===== src/rtl/spi_cmd_pkg.sv =====
package spi_cmd_pkg;

   typedef enum logic [2:0] {
      SQ_IDLE,
      SQ_LEAD,
      SQ_HIGH,
      SQ_LOW,
      SQ_TAIL
   } seq_state_t;

   localparam logic [7:0] ADR_CTRL_B2  = 8'h02;
   localparam logic [7:0] ADR_OPCODE   = 8'h45;
   localparam logic [7:0] ADR_GO       = 8'h47;
   localparam logic [7:0] ADR_TX_CNT   = 8'h48;
   localparam logic [7:0] ADR_RX_CNT   = 8'h4B;
   localparam logic [7:0] ADR_STAT_B3  = 8'h4F;

   localparam int ILLEGAL_BIT = 5;
   localparam int GO_BIT      = 7;
   localparam int BUSY_BIT    = 7;

endpackage


===== src/rtl/spi_cmd_opfilter.sv =====
module spi_cmd_opfilter #(
   parameter int          NUM_BLOCK = 2,
   parameter logic [NUM_BLOCK*8-1:0] BLOCK_OPS = {8'hC7, 8'h60}
) (
   input  logic [7:0] op,
   output logic       hit
);

   generate
      if (NUM_BLOCK == 0) begin : g_none
         assign hit = 1'b0;
      end else begin : g_list
         logic [NUM_BLOCK-1:0] match;
         for (genvar i = 0; i < NUM_BLOCK; i++) begin : g_cmp
            assign match[i] = (op == BLOCK_OPS[i*8 +: 8]);
         end
         assign hit = |match;
      end
   endgenerate

endmodule


===== src/rtl/spi_cmd_clkdiv.sv =====
module spi_cmd_clkdiv #(
   parameter int SCLK_DIV = 4
) (
   input  logic clk,
   input  logic rst_n,
   input  logic run,
   output logic tick
);

   localparam int HALF = SCLK_DIV / 2;
   localparam int CW   = (HALF > 1) ? $clog2(HALF) : 1;

   generate
      if (SCLK_DIV < 2 || (SCLK_DIV % 2) != 0) begin : g_bad_div
         $error("SCLK_DIV must be even and at least 2");
      end
   endgenerate

   logic [CW-1:0] cnt;

   assign tick = run && (cnt == CW'(HALF - 1));

   always_ff @(posedge clk or negedge rst_n) begin
      if (!rst_n) begin
         cnt <= '0;
      end else if (!run || tick) begin
         cnt <= '0;
      end else begin
         cnt <= cnt + 1'b1;
      end
   end

   // the divider must restart from zero whenever the engine stops
   p_div_restart_r10: assert property (@(posedge clk) disable iff (!rst_n)
      !$past(run) |-> (cnt == '0));

endmodule


===== src/rtl/spi_cmd_seq.sv =====
module spi_cmd_seq
   import spi_cmd_pkg::*;
#(
   parameter int DEPTH = 71,
   parameter int IDXW  = $clog2(DEPTH),
   parameter int BW    = $clog2(DEPTH + 1)
) (
   input  logic            clk,
   input  logic            rst_n,
   input  logic            go,
   input  logic            tick,
   input  logic [7:0]      opcode,
   input  logic [7:0]      tx_cnt,
   input  logic [7:0]      rx_cnt,
   input  logic [7:0]      rd_data,
   input  logic            miso,
   output logic [BW-1:0]   rd_idx,
   output logic            wr_en,
   output logic [IDXW-1:0] wr_idx,
   output logic [7:0]      wr_data,
   output logic            busy,
   output logic            cs_n,
   output logic            sclk,
   output logic            mosi
);

   seq_state_t      state;
   logic [BW-1:0]   byte_idx;
   logic [2:0]      bit_idx;
   logic [7:0]      tx_sh;
   logic [7:0]      rx_sh;
   logic            tail_half;
   logic [8:0]      last_byte;
   logic            at_last;
   logic            next_is_tx;
   logic            in_rx;
   logic            byte_end;

   assign last_byte  = 9'(tx_cnt) + 9'(rx_cnt);
   assign at_last    = (9'(byte_idx) == last_byte);
   assign next_is_tx = (9'(byte_idx) + 9'd1) <= 9'(tx_cnt);
   assign in_rx      = 9'(byte_idx) > 9'(tx_cnt);
   assign byte_end   = (state == SQ_HIGH) && tick && (bit_idx == 3'd7);

   assign busy    = (state != SQ_IDLE);
   assign mosi    = tx_sh[7];
   assign rd_idx  = byte_idx;
   assign wr_en   = byte_end && in_rx;
   assign wr_idx  = IDXW'(byte_idx - 1'b1);
   assign wr_data = rx_sh;

   always_ff @(posedge clk or negedge rst_n) begin
      if (!rst_n) begin
         state     <= SQ_IDLE;
         cs_n      <= 1'b1;
         sclk      <= 1'b0;
         tx_sh     <= '0;
         rx_sh     <= '0;
         byte_idx  <= '0;
         bit_idx   <= '0;
         tail_half <= 1'b0;
      end else begin
         unique case (state)
            SQ_IDLE: begin
               if (go) begin
                  state    <= SQ_LEAD;
                  cs_n     <= 1'b0;
                  tx_sh    <= opcode;
                  byte_idx <= '0;
                  bit_idx  <= '0;
               end
            end
            SQ_LEAD, SQ_LOW: begin
               if (tick) begin
                  sclk  <= 1'b1;
                  rx_sh <= {rx_sh[6:0], miso};
                  state <= SQ_HIGH;
               end
            end
            SQ_HIGH: begin
               if (tick) begin
                  sclk <= 1'b0;
                  if (bit_idx == 3'd7) begin
                     if (at_last) begin
                        state     <= SQ_TAIL;
                        tail_half <= 1'b0;
                     end else begin
                        byte_idx <= byte_idx + 1'b1;
                        bit_idx  <= '0;
                        tx_sh    <= next_is_tx ? rd_data : 8'hFF;
                        state    <= SQ_LOW;
                     end
                  end else begin
                     bit_idx <= bit_idx + 1'b1;
                     tx_sh   <= {tx_sh[6:0], 1'b0};
                     state   <= SQ_LOW;
                  end
               end
            end
            SQ_TAIL: begin
               if (tick) begin
                  if (tail_half) begin
                     cs_n  <= 1'b1;
                     state <= SQ_IDLE;
                  end else begin
                     tail_half <= 1'b1;
                  end
               end
            end
            default: state <= SQ_IDLE;
         endcase
      end
   end

   p_cs_idle_r1: assert property (@(posedge clk) disable iff (!rst_n)
      !busy |-> cs_n);

   p_sclk_parked_r4: assert property (@(posedge clk) disable iff (!rst_n)
      cs_n |-> !sclk);

   p_mosi_mode0_r4: assert property (@(posedge clk) disable iff (!rst_n)
      (!cs_n && !$past(cs_n) && !$fell(sclk)) |-> $stable(mosi));

   p_no_overflow_r8: assert property (@(posedge clk) disable iff (!rst_n)
      wr_en |-> (int'(wr_idx) < DEPTH));

   p_rx_slot_r5: assert property (@(posedge clk) disable iff (!rst_n)
      wr_en |-> (9'(wr_idx) >= 9'(tx_cnt)));

endmodule


===== src/rtl/spi_cmd_regs.sv =====
module spi_cmd_regs
   import spi_cmd_pkg::*;
#(
   parameter int DEPTH     = 71,
   parameter int NUM_BLOCK = 2,
   parameter logic [NUM_BLOCK*8-1:0] BLOCK_OPS = {8'hC7, 8'h60},
   parameter int IDXW      = $clog2(DEPTH),
   parameter int BW        = $clog2(DEPTH + 1)
) (
   input  logic            clk,
   input  logic            rst_n,
   input  logic            bus_we,
   input  logic [7:0]      bus_addr,
   input  logic [7:0]      bus_wdata,
   output logic [7:0]      bus_rdata,
   input  logic            busy,
   input  logic            eng_we,
   input  logic [IDXW-1:0] eng_idx,
   input  logic [7:0]      eng_data,
   input  logic [BW-1:0]   eng_rd_idx,
   output logic [7:0]      eng_rd_data,
   output logic [7:0]      opcode,
   output logic [7:0]      tx_cnt,
   output logic [7:0]      rx_cnt,
   output logic            go
);

   generate
      if (DEPTH < 1 || DEPTH > 128) begin : g_bad_depth
         $error("DEPTH must lie in 1..128 to fit the buffer window");
      end
   endgenerate

   logic [7:0] buf_q [DEPTH];
   logic       illegal;
   logic       op_hit;
   logic       in_buf;
   logic [6:0] buf_off;
   logic       fits;
   logic       go_req;

   spi_cmd_opfilter #(
      .NUM_BLOCK (NUM_BLOCK),
      .BLOCK_OPS (BLOCK_OPS)
   ) u_filter (
      .op  (bus_wdata),
      .hit (op_hit)
   );

   assign buf_off = bus_addr[6:0];
   assign in_buf  = bus_addr[7] && (int'(buf_off) < DEPTH);
   assign fits    = (9'(tx_cnt) + 9'(rx_cnt)) <= 9'(DEPTH);
   assign go_req  = bus_we && (bus_addr == ADR_GO) && bus_wdata[GO_BIT];
   assign go      = go_req && !busy && !illegal && fits;

   assign eng_rd_data = (int'(eng_rd_idx) < DEPTH) ? buf_q[IDXW'(eng_rd_idx)] : 8'h00;

   always_ff @(posedge clk or negedge rst_n) begin
      if (!rst_n) begin
         opcode  <= '0;
         tx_cnt  <= '0;
         rx_cnt  <= '0;
         illegal <= 1'b0;
      end else if (bus_we && !busy) begin
         unique case (bus_addr)
            ADR_OPCODE: begin
               opcode  <= bus_wdata;
               illegal <= op_hit;
            end
            ADR_TX_CNT: tx_cnt <= bus_wdata;
            ADR_RX_CNT: rx_cnt <= bus_wdata;
            default: ;
         endcase
      end
   end

   generate
      for (genvar i = 0; i < DEPTH; i++) begin : g_buf
         always_ff @(posedge clk or negedge rst_n) begin
            if (!rst_n) begin
               buf_q[i] <= '0;
            end else if (eng_we && (int'(eng_idx) == i)) begin
               buf_q[i] <= eng_data;
            end else if (bus_we && !busy && in_buf && (int'(buf_off) == i)) begin
               buf_q[i] <= bus_wdata;
            end
         end
      end
   endgenerate

   always_comb begin
      bus_rdata = 8'h00;
      if (in_buf) begin
         bus_rdata = buf_q[IDXW'(buf_off)];
      end else begin
         unique case (bus_addr)
            ADR_CTRL_B2: bus_rdata[ILLEGAL_BIT] = illegal;
            ADR_OPCODE:  bus_rdata = opcode;
            ADR_TX_CNT:  bus_rdata = tx_cnt;
            ADR_RX_CNT:  bus_rdata = rx_cnt;
            ADR_STAT_B3: bus_rdata[BUSY_BIT] = busy;
            default: ;
         endcase
      end
   end

   p_refuse_blocked_r7: assert property (@(posedge clk) disable iff (!rst_n)
      (go_req && !busy && illegal) |=> !busy);

   p_refuse_oversize_r8: assert property (@(posedge clk) disable iff (!rst_n)
      (go_req && !busy && !fits) |=> !busy);

   p_frozen_regs_r9: assert property (@(posedge clk) disable iff (!rst_n)
      (busy && $past(busy)) |-> ($stable(opcode) && $stable(tx_cnt) && $stable(rx_cnt)));

endmodule


===== src/rtl/spi_cmd_engine.sv =====
module spi_cmd_engine #(
   parameter int DEPTH     = 71,
   parameter int SCLK_DIV  = 4,
   parameter int NUM_BLOCK = 2,
   parameter logic [NUM_BLOCK*8-1:0] BLOCK_OPS = {8'hC7, 8'h60}
) (
   input  logic       clk,
   input  logic       rst_n,
   input  logic       bus_we,
   input  logic [7:0] bus_addr,
   input  logic [7:0] bus_wdata,
   output logic [7:0] bus_rdata,
   output logic       spi_cs_n,
   output logic       spi_sclk,
   output logic       spi_mosi,
   input  logic       spi_miso
);

   localparam int IDXW = (DEPTH > 1) ? $clog2(DEPTH) : 1;
   localparam int BW   = $clog2(DEPTH + 1);

   logic            busy;
   logic            go;
   logic            tick;
   logic [7:0]      opcode;
   logic [7:0]      tx_cnt;
   logic [7:0]      rx_cnt;
   logic [BW-1:0]   rd_idx;
   logic [7:0]      rd_data;
   logic            wr_en;
   logic [IDXW-1:0] wr_idx;
   logic [7:0]      wr_data;

   spi_cmd_regs #(
      .DEPTH     (DEPTH),
      .NUM_BLOCK (NUM_BLOCK),
      .BLOCK_OPS (BLOCK_OPS),
      .IDXW      (IDXW),
      .BW        (BW)
   ) u_regs (
      .clk         (clk),
      .rst_n       (rst_n),
      .bus_we      (bus_we),
      .bus_addr    (bus_addr),
      .bus_wdata   (bus_wdata),
      .bus_rdata   (bus_rdata),
      .busy        (busy),
      .eng_we      (wr_en),
      .eng_idx     (wr_idx),
      .eng_data    (wr_data),
      .eng_rd_idx  (rd_idx),
      .eng_rd_data (rd_data),
      .opcode      (opcode),
      .tx_cnt      (tx_cnt),
      .rx_cnt      (rx_cnt),
      .go          (go)
   );

   spi_cmd_clkdiv #(
      .SCLK_DIV (SCLK_DIV)
   ) u_div (
      .clk   (clk),
      .rst_n (rst_n),
      .run   (busy),
      .tick  (tick)
   );

   spi_cmd_seq #(
      .DEPTH (DEPTH),
      .IDXW  (IDXW),
      .BW    (BW)
   ) u_seq (
      .clk     (clk),
      .rst_n   (rst_n),
      .go      (go),
      .tick    (tick),
      .opcode  (opcode),
      .tx_cnt  (tx_cnt),
      .rx_cnt  (rx_cnt),
      .rd_data (rd_data),
      .miso    (spi_miso),
      .rd_idx  (rd_idx),
      .wr_en   (wr_en),
      .wr_idx  (wr_idx),
      .wr_data (wr_data),
      .busy    (busy),
      .cs_n    (spi_cs_n),
      .sclk    (spi_sclk),
      .mosi    (spi_mosi)
   );

endmodule


===== config.mk =====
export PLATFORM = sky130hd
export DESIGN_NAME = spi_cmd_engine
export DESIGN_NICKNAME = d
export VERILOG_FILES = /design/src/rtl/spi_cmd_pkg.sv /design/src/rtl/spi_cmd_opfilter.sv /design/src/rtl/spi_cmd_clkdiv.sv /design/src/rtl/spi_cmd_seq.sv /design/src/rtl/spi_cmd_regs.sv /design/src/rtl/spi_cmd_engine.sv
export SDC_FILE = /design/constraint.sdc
export NUM_CORES = 2
export LEC_CHECK = 0
export BUFFER_PORTS_ARGS = -buffer_cell sky130_fd_sc_hd__buf_4
export CAP_MARGIN = 20
export CORE_ASPECT_RATIO = 1.75
export CORE_MARGIN = 2
export CORE_UTILIZATION = 30
export DETAILED_ROUTE_END_ITERATION = 16
export GPL_ROUTABILITY_DRIVEN = 0
export PLACE_DENSITY = 0.45
export SLEW_MARGIN = 0
export SYNTH_ARGS = -nofsm -noshare
export SYNTH_HDL_FRONTEND = slang
export SYNTH_HIERARCHICAL = 1
export SYNTH_SLANG_ARGS = --single-unit

===== constraint.sdc =====
create_clock -name clk -period 5.66 [get_ports clk]
set_input_delay 1.132 -clock clk [delete_from_list [all_inputs] [get_ports clk]]
set_output_delay 1.132 -clock clk [all_outputs]
set_load 0.01 [all_outputs]

==> impl_metrics.json <==
{
  "finalCritPeriodShare": 0.973,
  "post_cts_setup_buffer_count": 0,
  "p_sw_frac": 0.255,
  "seq_power_share": 0.460,
  "grt_pass1_wl_um": 252000,
  "via_per_inst": 5.61,
  "die_area_um2": 138000,
  "max-cap-violations": 0,
  "hp-class": "input port to async pin",
  "critical_path.max_fanout": 29,
  "final.min_clock_period_ps": 5510,
  "reg_to_reg_critical_path_endpoint": "u_regs/buf_q[343]$_DFFE_PN0P_",
  "postCtsResizedCells": 0,
  "route.final.wire_length_um": 177000,
  "final_util": 0.346,
  "cp-endpoint": "bus_rdata[7]",
  "synth_seq_area_share": 0.386,
  "clock_path_buffers": 3,
  "most_used_cell_along_the_critical_path": "buf_4",
  "p_comb_frac": 0.065,
  "placed_cell_area_um2": 44200,
  "layout_commonest_cell": "mux2i_1",
  "worstReg2RegStart": "u_regs/tx_cnt[1]$_DFFE_PN0P_",
  "critical-path-max-stage-delay_ps": 790,
  "number_of_endpoints_with_negative_hold_slack_in_the_final_report": 0,
  "synth.net_count": 3910,
  "slew_headroom": 0.226,
  "setup.worst_path.start": "bus_addr[0]",
  "ff2ff_path_depth": 22,
  "critical_path_required_time_ps": 4530,
  "fin_worst_skew_ps": 32.6,
  "critical_path_buf_inv_count": 5,
  "crit_type": "input port to output pin",
  "drc": 0,
  "layout.filler_cells": 13400,
  "maxClockFrequency_mhz": 182,
  "htree_num_levels": 2,
  "syn_area_per_cell_um2": 10.5,
  "postLayoutCellArea_um2": 46400,
  "core_area_um2": 134000,
  "grt_max_degree": 112,
  "cts_hold_repair.buffers": 0,
  "setup-violations-final": 0,
  "initial_utilization": 0.302,
  "synthCells": 3853,
  "internal_power_summed_over_all_cells_uw": 7320,
  "post-route-worst-setup-slack_ps": 155,
  "relative_contribution_of_the_clock_network_to_total_power": 0.475,
  "antenna_left": 0,
  "synth_edf_count": 0,
  "layout_common_cells": "mux2i_1 (665), dfrtp_1 (613), nand2_1 (437)",
  "cts-root-buf": "clkbuf_16",
  "dpl_worst_slack_ps": 225,
  "io_pins": 31,
  "grt_util_all_layers": 0.255,
  "delay_heaviest_family_cp": "buffers and inverters",
  "antenna_violations_before_repair": 6,
  "synth_cell_type_count": 89,
  "crit_cells": 11,
  "timing.critical_path.slowest_stage_cell": "o41ai_1",
  "synth.cell_area_um2": 40600,
  "synth_seq_cells": 626,
  "setup_tns_ps": 0,
  "dr.pass1.iters": 7,
  "worst-r2r-setup-slack_ps": 470,
  "rsz0062_at_grt": "false",
  "worst_ep_arrival_time_ps": 4370,
  "chipWidth_um": 282,
  "setup.worst_path.start_class": "input port",
  "area.sequential_um2": 15700,
  "worst_setup_hold_path_clk_slew_ps": 70,
  "tritoncts.num_buffers": 61,
  "cts_tree": "done",
  "outcome": "completed",
  "power-per-cell-area_nw_per_um2": 212,
  "leak_pwr_uw": 0.0224,
  "first_global_vias": 31900,
  "timing.critical_path.to_type": "output pin",
  "drive_gt1_frac": 0.208,
  "synthToLayoutAreaGrowth_pct": 14.3,
  "multi_input_area_um2": 23300,
  "p_sw_uw": 2500,
  "routed-via-count": 32000,
  "detail_route.iter0.violations": 2487,
  "crit_path_cell_trace": "clkbuf_8 > buf_4 > nor2b_1 > buf_4 > a22oi_1 > nand3_1 > a21oi_1 > o41ai_1 > buf_4 > o221ai_1 > buf_4",
  "overflow": 0,
  "avgRoutedWirePerCell_um": 31.0,
  "least_margin_pin_slew_ps": 1160,
  "port-buffer-count": 30,
  "vdd.ir_drop.worst_v": 0.000245,
  "max_slew_violation_total_from_the_final_report": 0,
  "synth_flop_cell": "dfrtp_1",
  "synth.yosys.warnings": 6,
  "dp.final_hpwl_um": 127000,
  "clock_latency_ps": 700,
  "clock-sinks": 626,
  "placement_rows": 178,
  "die_h_um": 491,
  "layout.nets": 3912,
  "asyncSetResetFlopFracSynth": 1.00
}
-- routing by layer --
layer,wire length [µm],track usage,up-vias
met5,19,0,-
met4,15500,0.189,4
met3,8630,0.0316,419
met2,90300,0.445,1196
met1,62700,0.282,16300
li1,-,-,14100
-- flip-flops by register name, indices dropped and copies added, names as in the netlist, 7 cells and up --
register / flops
u_regs/buf_q: 568
u_regs/opcode: 8
u_regs/rx_cnt: 8
u_regs/tx_cnt: 8
u_seq/rd_idx: 7
u_seq/tx_sh: 8
u_seq/wr_data: 8
-- worst reg2reg max path, cell delays in order (launching register included) --
cell       delay, ps
dfrtp_1          590
ha_1             310
a21o_1           230
a221oi_1         360
nor2b_1          220
xnor2_1          180
o21ai_0          130
a221oi_1         260
buf_4            170
mux2_2           130
nand2_1           60
nor2_1           160
o2111ai_1        140
a21oi_1          280
buf_4            210
or3b_2           510
inv_1             80
nand3_1          160
buf_4            230
nor2_1           280
buf_4            240
nand2_1           60
o21ai_0          120
-- cells by family after synthesis --
kind of cell    after synthesis  synth area share
xor+xnor                     21           0.00453
compound gates              794             0.111
buf+inv                     366            0.0403
simple gates               1002             0.109
flops                       626             0.386
fa+ha+maj                    37            0.0118
mux                        1007             0.338
-- power by group through the flow --
stage               Combinational (µW)  Sequential [µW]  Clock [µW]
floorplan                          311             4570           0
global placement                   639             4600           0
detailed placement                 637             4600           0
CTS                                638             4520        4770
global route                       665             4520        4920
finish                             635             4520        4670
-- synthesized netlist by cell type (35+ instances only) --
library cell	number	area (µm²)
mux4_2	282	6350
o21ai_0	350	1750
mux2i_1	665	6660
nor2_1	343	1290
mux2_2	52	586
nand2_1	437	1640
nand2_2	40	250
ha_1	35	438
a21oi_1	282	1410
clkbuf_1	190	713
dfrtp_1	625	15600
buf_1	52	195
buf_2	63	315
-- cell type report --
type                       count  area share
antenna                        4    0.000216
inverter                      28     0.00227
timing repair buffer         277      0.0617
clock buffer                  88      0.0377
multi-input combinational   2861       0.502
sequential                   626       0.338
tap                         1800      0.0485
clock inverter                25     0.00928
-- stage by stage --
| stage | hold slack (ps) | power (µW) | instances |
|---|---|---|---|
| final | 449 | 9820 | 5709 |
| after global routing | 505 | 10100 | 5706 |
| after CTS | 498 | 9930 | 5705 |
| after detailed placement | 492 | 5240 | 5592 |
| after global placement | 486 | 5240 | 5591 |
| after floorplan | 470 | 4880 | 3853 |
-- worst min-delay path by stage --
| stage | endpoint | slack [ps] | cells after the start |
|---|---|---|---|
| after floorplan | u_seq/bit_idx[1]$_DFFE_PN0P_ | 470 | 1 |
| after global placement | u_seq/bit_idx[2]$_DFFE_PN0P_ | 490 | 1 |
| after detailed placement | u_seq/bit_idx[1]$_DFFE_PN0P_ | 490 | 1 |
| after CTS | u_regs/buf_q[109]$_DFFE_PN0P_ | 500 | 1 |
| after global routing | u_regs/buf_q[157]$_DFFE_PN0P_ | 500 | 1 |
| final | u_regs/buf_q[157]$_DFFE_PN0P_ | 450 | 1 |
No activity file was read; power rests on OpenSTA's default activity.
